## config.mk

```make
export PLATFORM = sky130hd
export DESIGN_NAME = dds_cfg_seq
export DESIGN_NICKNAME = d
export VERILOG_FILES = /design/src/rtl/dds_cfg_pkg.sv /design/src/rtl/dds_tick_div.sv /design/src/rtl/dds_frame_shifter.sv /design/src/rtl/dds_frame_sequencer.sv /design/src/rtl/dds_cfg_seq.sv
export SDC_FILE = /design/constraint.sdc
export NUM_CORES = 1
export LEC_CHECK = 0
export CORE_ASPECT_RATIO = 2
export CORE_MARGIN = 2
export CORE_UTILIZATION = 50
export DETAILED_ROUTE_END_ITERATION = 7
export PLACE_DENSITY = 0.76
export SLEW_MARGIN = 5
export SYNTH_ARGS = -nofsm -noshare
export SYNTH_HDL_FRONTEND = slang
export SYNTH_HIERARCHICAL = 1
export SYNTH_SLANG_ARGS = --single-unit
```

## constraint.sdc

```tcl
create_clock -name clk -period 2 [get_ports clk]
set_clock_uncertainty 0.2 [all_clocks]
set_input_delay 0.3 -clock clk [delete_from_list [all_inputs] [get_ports clk]]
set_output_delay 0.3 -clock clk [all_outputs]
set_load 0.03 [all_outputs]
```

## src/rtl/dds_cfg_pkg.sv

```systemverilog
package dds_cfg_pkg;

    localparam int FRAME_W    = 16;
    localparam int TUNE_W     = 28;
    localparam int HALF_W     = TUNE_W / 2;
    localparam int NUM_FRAMES = 4;
    localparam int STEP_W     = 6;

    typedef logic [FRAME_W-1:0] frame_t;
    typedef logic [NUM_FRAMES-1:0][FRAME_W-1:0] frame_set_t;

    typedef enum logic [1:0] {
        WAVE_SINE   = 2'b00,
        WAVE_TRI    = 2'b01,
        WAVE_SQUARE = 2'b10,
        WAVE_RSVD   = 2'b11
    } wave_e;

    typedef enum logic [1:0] {
        SEQ_IDLE,
        SEQ_LOAD,
        SEQ_WAIT
    } seq_state_e;

    localparam frame_t     CTRL_RESET  = 16'h2100;
    localparam frame_t     MODE_SINE   = 16'h2000;
    localparam frame_t     MODE_TRI    = 16'h2002;
    localparam frame_t     MODE_SQUARE = 16'h2028;
    localparam logic [1:0] FREQ0_TAG   = 2'b01;

    function automatic frame_t mode_frame(wave_e w);
        case (w)
            WAVE_TRI:    return MODE_TRI;
            WAVE_SQUARE: return MODE_SQUARE;
            default:     return MODE_SINE;
        endcase
    endfunction

    function automatic frame_set_t build_frames(logic [TUNE_W-1:0] tw, wave_e w);
        frame_set_t fs;
        fs[0] = CTRL_RESET;
        fs[1] = mode_frame(w);
        fs[2] = {FREQ0_TAG, tw[HALF_W-1:0]};
        fs[3] = {FREQ0_TAG, tw[TUNE_W-1:HALF_W]};
        return fs;
    endfunction

endpackage

```

## src/rtl/dds_tick_div.sv

```systemverilog
module dds_tick_div #(
    parameter int HALF_DIV = 2
) (
    input  logic clk,
    input  logic rst,
    output logic tick
);
    localparam int CNT_W = (HALF_DIV > 1) ? $clog2(HALF_DIV) : 1;
    localparam logic [CNT_W-1:0] CNT_MAX = CNT_W'(HALF_DIV - 1);

    logic [CNT_W-1:0] cnt;

    always_ff @(posedge clk) begin
        if (rst || cnt == CNT_MAX) begin
            cnt <= '0;
        end else begin
            cnt <= cnt + 1'b1;
        end
    end

    assign tick = (cnt == CNT_MAX);

    generate
        if (HALF_DIV > 1) begin : g_spaced
            AST_TICK_SPACED: assert property (@(posedge clk) disable iff (rst)
                tick |=> !tick);
        end
    endgenerate

endmodule

```

## src/rtl/dds_frame_shifter.sv

```systemverilog
module dds_frame_shifter
    import dds_cfg_pkg::*;
(
    input  logic   clk,
    input  logic   rst,
    input  logic   tick,
    input  logic   load,
    input  frame_t word,
    output logic   sclk,
    output logic   sdata,
    output logic   fsync_n,
    output logic   frame_done
);
    localparam logic [STEP_W-1:0] STEP_LAST_FALL = STEP_W'(2 * FRAME_W - 1);
    localparam logic [STEP_W-1:0] STEP_LAST_RISE = STEP_W'(2 * FRAME_W);
    localparam logic [STEP_W-1:0] STEP_SYNC_UP   = STEP_W'(2 * FRAME_W + 1);
    localparam logic [STEP_W-1:0] STEP_END       = STEP_W'(2 * FRAME_W + 3);

    logic              active;
    logic [STEP_W-1:0] step;
    frame_t            shreg;

    always_ff @(posedge clk) begin
        if (rst) begin
            active     <= 1'b0;
            step       <= '0;
            shreg      <= '0;
            sclk       <= 1'b1;
            sdata      <= 1'b0;
            fsync_n    <= 1'b1;
            frame_done <= 1'b0;
        end else begin
            frame_done <= 1'b0;
            if (!active) begin
                if (load) begin
                    active <= 1'b1;
                    shreg  <= word;
                    step   <= '0;
                end
            end else if (tick) begin
                step <= step + 1'b1;
                if (step == '0) begin
                    fsync_n <= 1'b0;
                    sclk    <= 1'b1;
                    sdata   <= shreg[FRAME_W-1];
                end else if (step <= STEP_LAST_FALL && step[0]) begin
                    sclk <= 1'b0;
                end else if (step < STEP_LAST_RISE) begin
                    sclk  <= 1'b1;
                    sdata <= shreg[FRAME_W-2];
                    shreg <= shreg << 1;
                end else if (step == STEP_LAST_RISE) begin
                    sclk <= 1'b1;
                end else if (step == STEP_SYNC_UP) begin
                    fsync_n <= 1'b1;
                end else if (step == STEP_END) begin
                    active     <= 1'b0;
                    frame_done <= 1'b1;
                    step       <= '0;
                end
            end
        end
    end

    AST_SCLK_IDLE_HIGH: assert property (@(posedge clk) disable iff (rst)
        fsync_n |-> sclk);
    AST_SCLK_ONLY_IN_FRAME: assert property (@(posedge clk) disable iff (rst)
        !$stable(sclk) |-> (!fsync_n && !$past(fsync_n)));
    AST_SDATA_STEADY_AT_FALL: assert property (@(posedge clk) disable iff (rst)
        $fell(sclk) |-> $stable(sdata));
    AST_NO_OVERLAP: assert property (@(posedge clk) disable iff (rst)
        load |-> !active);

endmodule

```

## src/rtl/dds_frame_sequencer.sv

```systemverilog
module dds_frame_sequencer
    import dds_cfg_pkg::*;
(
    input  logic              clk,
    input  logic              rst,
    input  logic              start,
    input  logic [TUNE_W-1:0] tuning_word,
    input  logic [1:0]        wave_sel,
    input  logic              frame_done,
    output logic              load,
    output frame_t            load_word,
    output logic              busy,
    output logic              done
);
    localparam int IDX_W = $clog2(NUM_FRAMES);
    localparam logic [IDX_W-1:0] IDX_LAST = IDX_W'(NUM_FRAMES - 1);

    seq_state_e       state;
    logic [IDX_W-1:0] idx;
    frame_set_t       cfg_q;

    always_ff @(posedge clk) begin
        if (rst) begin
            state <= SEQ_IDLE;
            idx   <= '0;
            cfg_q <= '0;
            busy  <= 1'b0;
            done  <= 1'b0;
        end else begin
            done <= 1'b0;
            case (state)
                SEQ_IDLE: begin
                    if (start) begin
                        cfg_q <= build_frames(tuning_word, wave_e'(wave_sel));
                        idx   <= '0;
                        busy  <= 1'b1;
                        state <= SEQ_LOAD;
                    end
                end
                SEQ_LOAD: state <= SEQ_WAIT;
                SEQ_WAIT: begin
                    if (frame_done) begin
                        if (idx == IDX_LAST) begin
                            busy  <= 1'b0;
                            done  <= 1'b1;
                            state <= SEQ_IDLE;
                        end else begin
                            idx   <= idx + 1'b1;
                            state <= SEQ_LOAD;
                        end
                    end
                end
                default: state <= SEQ_IDLE;
            endcase
        end
    end

    assign load      = (state == SEQ_LOAD);
    assign load_word = cfg_q[idx];

    AST_DONE_ON_BUSY_FALL: assert property (@(posedge clk) disable iff (rst)
        $fell(busy) |-> done);
    AST_DONE_SINGLE: assert property (@(posedge clk) disable iff (rst)
        done |=> !done);
    AST_START_IGNORED: assert property (@(posedge clk) disable iff (rst)
        (busy && start) |=> $stable(cfg_q));
    AST_CFG_HELD: assert property (@(posedge clk) disable iff (rst)
        (busy && $past(busy)) |-> $stable(cfg_q));

endmodule

```

## src/rtl/dds_cfg_seq.sv

```systemverilog
module dds_cfg_seq
    import dds_cfg_pkg::*;
#(
    parameter int HALF_DIV = 2
) (
    input  logic        clk,
    input  logic        rst,
    input  logic        start,
    input  logic [27:0] tuning_word,
    input  logic [1:0]  wave_sel,
    output logic        sclk,
    output logic        sdata,
    output logic        fsync_n,
    output logic        busy,
    output logic        done
);
    logic   tick;
    logic   load;
    logic   frame_done;
    frame_t load_word;

    dds_tick_div #(.HALF_DIV(HALF_DIV)) u_div (
        .clk  (clk),
        .rst  (rst),
        .tick (tick)
    );

    dds_frame_sequencer u_seq (
        .clk         (clk),
        .rst         (rst),
        .start       (start),
        .tuning_word (tuning_word),
        .wave_sel    (wave_sel),
        .frame_done  (frame_done),
        .load        (load),
        .load_word   (load_word),
        .busy        (busy),
        .done        (done)
    );

    dds_frame_shifter u_shift (
        .clk        (clk),
        .rst        (rst),
        .tick       (tick),
        .load       (load),
        .word       (load_word),
        .sclk       (sclk),
        .sdata      (sdata),
        .fsync_n    (fsync_n),
        .frame_done (frame_done)
    );

endmodule

```

==> results of run 1 <==
==> logic make-up after synthesis <==
| group | after synthesis | synth area share [%] |
|---|---|---|
| multiplexers | 28 | 9.19 |
| buffers and inverters | 30 | 5.43 |
| AND/OR/NAND/NOR | 152 | 23.9 |
| adder cells (fa/ha/maj) | 5 | 2.04 |
| AO/OA/AOI/OAI | 74 | 16.8 |
| other | 1 | 0.122 |
| flip-flops | 65 | 42.5 |
==> worst min-delay path: stages (launching register included) <==
cell,delay [ps]
dfxtp_1,300
nand2_1,50
a21oi_1,50
==> flip-flops by register name, indices dropped and copies added (netlist names) <==
signal	cells
u_shift/active	1
u_seq/cfg_q	31
u_seq/idx	2
u_div/tick	1
u_seq/busy	1
u_seq/done	1
u_shift/step	6
u_shift/sdata	1
u_shift/fsync_n	1
u_shift/frame_done	1
u_seq/state	2
u_shift/shreg	16
u_shift/sclk	1
==> final cells by class <==
| cell class | instances | area share, % |
|---|---|---|
| Clock buffer | 11 | 6.33 |
| Clock inverter | 5 | 3.14 |
| Inverter | 3 | 0.282 |
| Multi-Input combinational cell | 260 | 40.7 |
| Sequential cell | 65 | 32.7 |
| Tap cell | 63 | 1.98 |
| Timing Repair Buffer | 57 | 14.9 |
==> worst paths after layout <==
path	start	cells past startpoint	slack, ps	endpoint
hold reg to reg	u_seq/cfg_q[17]	2	250	u_seq/cfg_q[17]
setup / recovery	u_shift/step[0]	7	50	u_shift/shreg[13]
hold / removal	u_seq/cfg_q[17]	2	250	u_seq/cfg_q[17]
setup reg to reg	u_shift/step[0]	7	50	u_shift/shreg[13]
==> per-stage QoR <==
| stage | area, um^2 | cells | hold WS, ps | total power [mW] | setup slack, ps |
|---|---|---|---|---|---|
| 2_1_floorplan | 3060 | 355 | 167 | 1.70 | 59.3 |
| 3_3_place_gp | 3520 | 443 | 238 | 1.83 | 81.4 |
| 3_5_place_dp | 3520 | 443 | 246 | 1.84 | 1.29 |
| 4_1_cts | 3960 | 463 | 255 | 3.82 | 2.80 |
| 5_1_grt | 3990 | 464 | 268 | 3.93 | 4.30 |
| 6_report | 3990 | 464 | 252 | 3.79 | 54.0 |
==> placed cells by master, fill, tap and decap left out, types with 4 or more instances in the layout <==
cell	count
buf_12	4
nor2b_1	12
clkdlybuf4s50_1	36
and2_1	5
buf_4	14
dfxtp_1	63
nand2_1	71
bufinv_16	4
nand3_1	7
clkbuf_16	9
o21ai_1	5
a21oi_1	38
mux2i_1	27
nor2_1	30
o21ai_0	8
a211oi_2	14
==> power breakdown <==
group	total (mW)	internal, mW	switching, mW
Clock	1.95	1.41	0.542
Combinational	0.422	0.214	0.208
Sequential	1.42	1.37	0.0434
==> what timing repair did <==
| item | 4_1_cts | 5_1_grt |
|---|---|---|
| setup endpoints to repair | 14 | 19 |
| setup buffers | 2 | 1 |
| pin swaps | 1 | 4 |
| gates cloned | 2 | 0 |
| gates resized for setup | 2 | 4 |
==> routing by layer <==
metal	vias to the layer above	GRT usage (%)	wire length, um
met5	-	0	0
met2	49	38.2	3700
li1	1305	-	-
met4	0	16.5	270
met1	1220	21.3	2460
met3	23	3.50	139
==> results_dict.tcl, run 1 <==
set metrics [dict create \
    status "completed" \
    hold_viol 0 \
    io_pins 38 \
    synth_ff_type "dfxtp_1" \
    yosysWarnings 6 \
    path_class "reg -> reg" \
    clk_pin_slew_ps 50 \
    synth_most_common_cell "nand2_1" \
    critical_path_required_ps 2040 \
    die_w_um 59.3 \
    clock_sinks 65 \
    post-route-util_pct 67.0 \
    syn-num-nets 393 \
    start_kind "flop" \
    grt_max_degree 38 \
    layout-drive-gt1-share_pct 15.5 \
    final_max_slew_viol_count 0 \
    drt-total-wl_um 6570 \
    ys_seq_area_share_pct 42.5 \
    gp_congestion 0.896 \
    routedWlPerCell_um 14.2 \
    ant_nets 0 \
    diodes 0 \
    hold_buffers 0 \
    cts_tree "built" \
    dr.first_iter.drc_count 151 \
    die_h_um 115 \
    hpwl_um 4360 \
    worstMarginPinSlew_ps 699 \
    p_leak_nw 1.42 \
    timing.fmax_mhz 514 \
    register_area_um2 1300 \
    fp.coreArea_um2 5960 \
    synth_area_leaders "dfxtp_1, mux2i_1, nand2_1" \
    drc 0 \
    first_global_vias 2712 \
    cts.path.max_buffers 2 \
    layout.nets 434 \
    numCtsBuffers 9 \
    synth_top_cell_area_share_pct 42.5 \
    viasPerCell 5.60 \
    multiInputGateArea_um2 1620 \
    clock_latency_ps 330 \
    powerDensity_nw_per_um2 950 \
    ctsHtreeMaxLevel 3 \
    avgSynthCellArea_um2 8.63 \
    synth_common_cells "nand2_1, dfxtp_1, a21oi_1" \
    area.growth.synth_to_final_pct 30.3 \
    cp_top_family "compound AO/OA/AOI/OAI gates" \
    gr-total-overflow 0 \
    worstPathArrival_ps 1990 \
    first_pass_iters 6 \
    setup_tns_ps 0 \
    period_needed_ps 1950 \
    setup_viol_count_final 0 \
    cts_root_buf "clkbuf_16" \
    cpMostUsedCell "buf_4" \
    cp_num_buf_inv 4 \
    post-route-period-util_pct 97.3 \
    async_flop_share_pct 0 \
    io_buffers 37 \
    rsz0062_at_grt "false" \
    yosys.area.top_type "dfxtp_1" \
    grt_pass1_wl_um 11300 \
    fill_cells 466 \
    syn_inst 355 \
    die_area_um2 6810 \
    endpoint_kind "flop" \
    ys_types 43 \
    cp_slowest_cell "o41ai_4" \
    relSlewSlack_pct 53.4 \
    hold_path_class "reg -> reg" \
    track_usage_pct 21.7 \
    dr_total_vias 2597 \
    maxCapViolCount 0 \
    antenna_found_initial 0 \
    path_cells "buf_4 > buf_4 > buf_4 > o41ai_4 > buf_12 > nor2_1 > a211oi_2" \
    max_stage_delay_ps 460 \
    synth-edff-count 0 \
    ys_ff_latch 65 \
    core.rowCount 40 \
    ir_worst_vdd_v 0.000591 \
    cp_max_fo 16 \
    synth_area_um2 3060 \
    initial_utilization_pct 51.4 \
]
No activity file was read; power rests on OpenSTA's default activity.
==> inputs of run 2 (changes only) <==
--- a/config.mk
+++ b/config.mk
@@ -7,9 +7,10 @@
 export LEC_CHECK = 0
 export CORE_ASPECT_RATIO = 2
 export CORE_MARGIN = 2
-export CORE_UTILIZATION = 50
+export CORE_UTILIZATION = 55
 export DETAILED_ROUTE_END_ITERATION = 7
-export PLACE_DENSITY = 0.76
+export PLACE_DENSITY = 0.79
+export REMOVE_ABC_BUFFERS = 1
 export SLEW_MARGIN = 5
 export SYNTH_ARGS = -nofsm -noshare
 export SYNTH_HDL_FRONTEND = slang
==> constraint.sdc (replaced) <==
create_clock -name clk -period 1.8 [get_ports clk]
set_clock_uncertainty 0.2 [all_clocks]
set_input_delay 0.27 -clock clk [delete_from_list [all_inputs] [get_ports clk]]
set_output_delay 0.27 -clock clk [all_outputs]
set_load 0.03 [all_outputs]
==> run 2 against run 1 <==
The flow now finishes with violations (setup timing). Non-clock buffer count grew 18. Design area shrank 0.56%. Routed wire length up 7.0%. Critical path depth rose by 1. Via count grew 3.0%. Register-to-register slack worse by 120 ps. Highest routed layer unchanged. Setup slack worse by 120 ps. First-iteration DRC count shrank 17%. Largest cell class unchanged. Combinational power grew 23%. Count of clock-buffer cells in the layout shrank 1. Clock power fell by 51%. Flip-flop and latch count stayed put.
==> results_dict.tcl, run 2 (same netlist as run 1, synthesis figures left out) <==
set metrics [dict create \
    status "finished with violations" \
    violations "setup timing" \
    start_kind "flop" \
    ir_worst_vdd_v 0.000670 \
    gr-total-overflow 0 \
    max_stage_delay_ps 350 \
    dr.first_iter.drc_count 125 \
    relSlewSlack_pct 50.1 \
    fp.coreArea_um2 5420 \
    post-route-period-util_pct 104 \
    final_cell_mix "nand2_1, dfxtp_1, a21oi_1" \
    total_power_mw 3.06 \
    maxCapViolCount 0 \
    initial_utilization_pct 56.5 \
    hold_viol 0 \
    first_pass_iters 4 \
    wl_met2_um 3860 \
    period_needed_ps 1870 \
    cts_tree "built" \
    path_class "reg -> reg" \
    postLayoutCellArea_um2 3970 \
    final_common_cell "nand2_1" \
    powerDensity_nw_per_um2 771 \
    ant_nets 0 \
    drc 0 \
    grt_pass1_wl_um 11600 \
    clk_pin_slew_ps 70 \
    clock_latency_ps 340 \
    timing.final.ws_setup_ps -68.9 \
    die_w_um 56.8 \
    gp_congestion 0.848 \
    cts_root_buf "clkbuf_8" \
    worstMarginPinSlew_ps 749 \
    placed_cells 452 \
    wl_met3_um 203 \
    drt-total-wl_um 7030 \
    p_leak_nw 1.44 \
    final_max_slew_viol_count 0 \
    top_register "u_seq/cfg_q" \
    first_global_vias 2641 \
    die_h_um 110 \
    setup_viol_count_final 5 \
    rsz0062_at_grt "true" \
    layout.nets 452 \
    diodes 0 \
    core.rowCount 38 \
    route.top_layer_used "met4" \
    numCtsBuffers 9 \
    endpoint_kind "flop" \
    drt-met1-wl_um 2670 \
    cp_slowest_cell "dfxtp_2" \
    post-route-util_pct 73.2 \
    grt_max_degree 37 \
    largest_register_ffs 31 \
    placed_cell_area_um2 3610 \
    instances_no_fill 475 \
    die_area_um2 6220 \
    ctsHtreeMaxLevel 3 \
    cp_max_fo 8 \
    routedWlPerCell_um 14.8 \
    hpwl_um 4360 \
    timing.fmax_mhz 535 \
    io_buffers 37 \
    track_usage_pct 24.1 \
    area.growth.synth_to_final_pct 29.5 \
    worstPathArrival_ps 1930 \
    dr_total_vias 2676 \
    antenna_found_initial 0 \
    critical_path_required_ps 1860 \
    layout-drive-gt1-share_pct 21.7 \
    hold_path_class "reg -> reg" \
    whs_ps 253 \
    io_pins 38 \
    fill_cells 398 \
    path_cells "inv_2 > ha_4 > nor4b_4 > o41ai_4 > buf_6 > buf_8 > nor2_4 > a211oi_2" \
    clock_sinks 65 \
    cts.path.max_buffers 2 \
    viasPerCell 5.63 \
    hold_buffers 0 \
    reg_top3 "u_seq/cfg_q: 31 flops, u_shift/shreg: 16 flops, u_shift/step: 6 flops" \
]
[run 2: cell types whose count changed in the layout (fill, tap and decap cells not counted), sizes merged, moves of 4 or more]
cell           previous run  this run
clkdlybuf4s50            36        31
bufinv                    4         0
buf                      20        39
dlygate4sd2               0         4
[run 2: report_power, final]
| group | internal [mW] | total, mW | switching, mW |
|---|---|---|---|
| combinational | 0.264 | 0.517 | 0.253 |
| clock | 0.463 | 0.964 | 0.501 |
| sequential | 1.53 | 1.58 | 0.0518 |
[run 2: per-stage QoR]
stage	setup slack, ps	TNS (ps)
final	-68.9	-109
after CTS	-32.2	-126
after floorplan	-1250	-22860
after detailed placement	-145	-2010
after global routing	-82.2	-667
after global placement	-42.8	-684
[run 2: repair_timing]
item / 4_1_cts / 5_1_grt
gates resized for setup: 32 / 13
buffers inserted: 10 / 1
cloned: 2 / 0
pin swaps: 16 / 5
endpoints found under the setup margin: 21 / 20
[run 2: final timing paths]
| kind | to | cells past startpoint | start | slack, ps |
|---|---|---|---|---|
| max | u_shift/shreg[13] | 8 | u_shift/step[0] | -70 |
| min | u_seq/cfg_q[17] | 2 | u_seq/cfg_q[17] | 250 |
| max reg2reg | u_shift/shreg[13] | 8 | u_shift/step[0] | -70 |
| min reg2reg | u_seq/cfg_q[17] | 2 | u_seq/cfg_q[17] | 250 |
[run 2: layout make-up]
type                            count  area [um^2]  area share [%]
Multi-Input combinational cell    260         1680            42.4
Sequential cell                    65         1310            32.9
Timing Repair Buffer               75          754            19.0
Clock buffer                       10          128            3.22
Tap cell                           60         75.1            1.89
Inverter                            3         11.3           0.284
Clock inverter                      2         10.0           0.252
[run 2: per-layer routing]
metal / GRT usage (%) / vias to the layer above
li1: - / 1327
met1: 23.4 / 1267
met2: 44.7 / 60
met3: 5.06 / 22
met4: 15.9 / 0
met5: 0 / -
[run 2: worst max-delay path: cells and delay by family (launching register included)]
kind / cells / cell delay (ps)
AND/OR/NAND/NOR: 2 / 170
buffers and inverters: 3 / 370
adder cells (fa/ha/maj): 1 / 150
flip-flops: 1 / 350
AO/OA/AOI/OAI: 2 / 530
==> inputs of run 3 (changes only) <==
--- a/config.mk
+++ b/config.mk
@@ -8,6 +8,7 @@
 export CORE_ASPECT_RATIO = 2
 export CORE_MARGIN = 2
 export CORE_UTILIZATION = 55
+export CTS_CLUSTER_DIAMETER = 60
 export DETAILED_ROUTE_END_ITERATION = 7
 export PLACE_DENSITY = 0.79
 export REMOVE_ABC_BUFFERS = 1
==> results of run 3 <==
No change in the layout: final DEF, timing and power equal those of run 2.
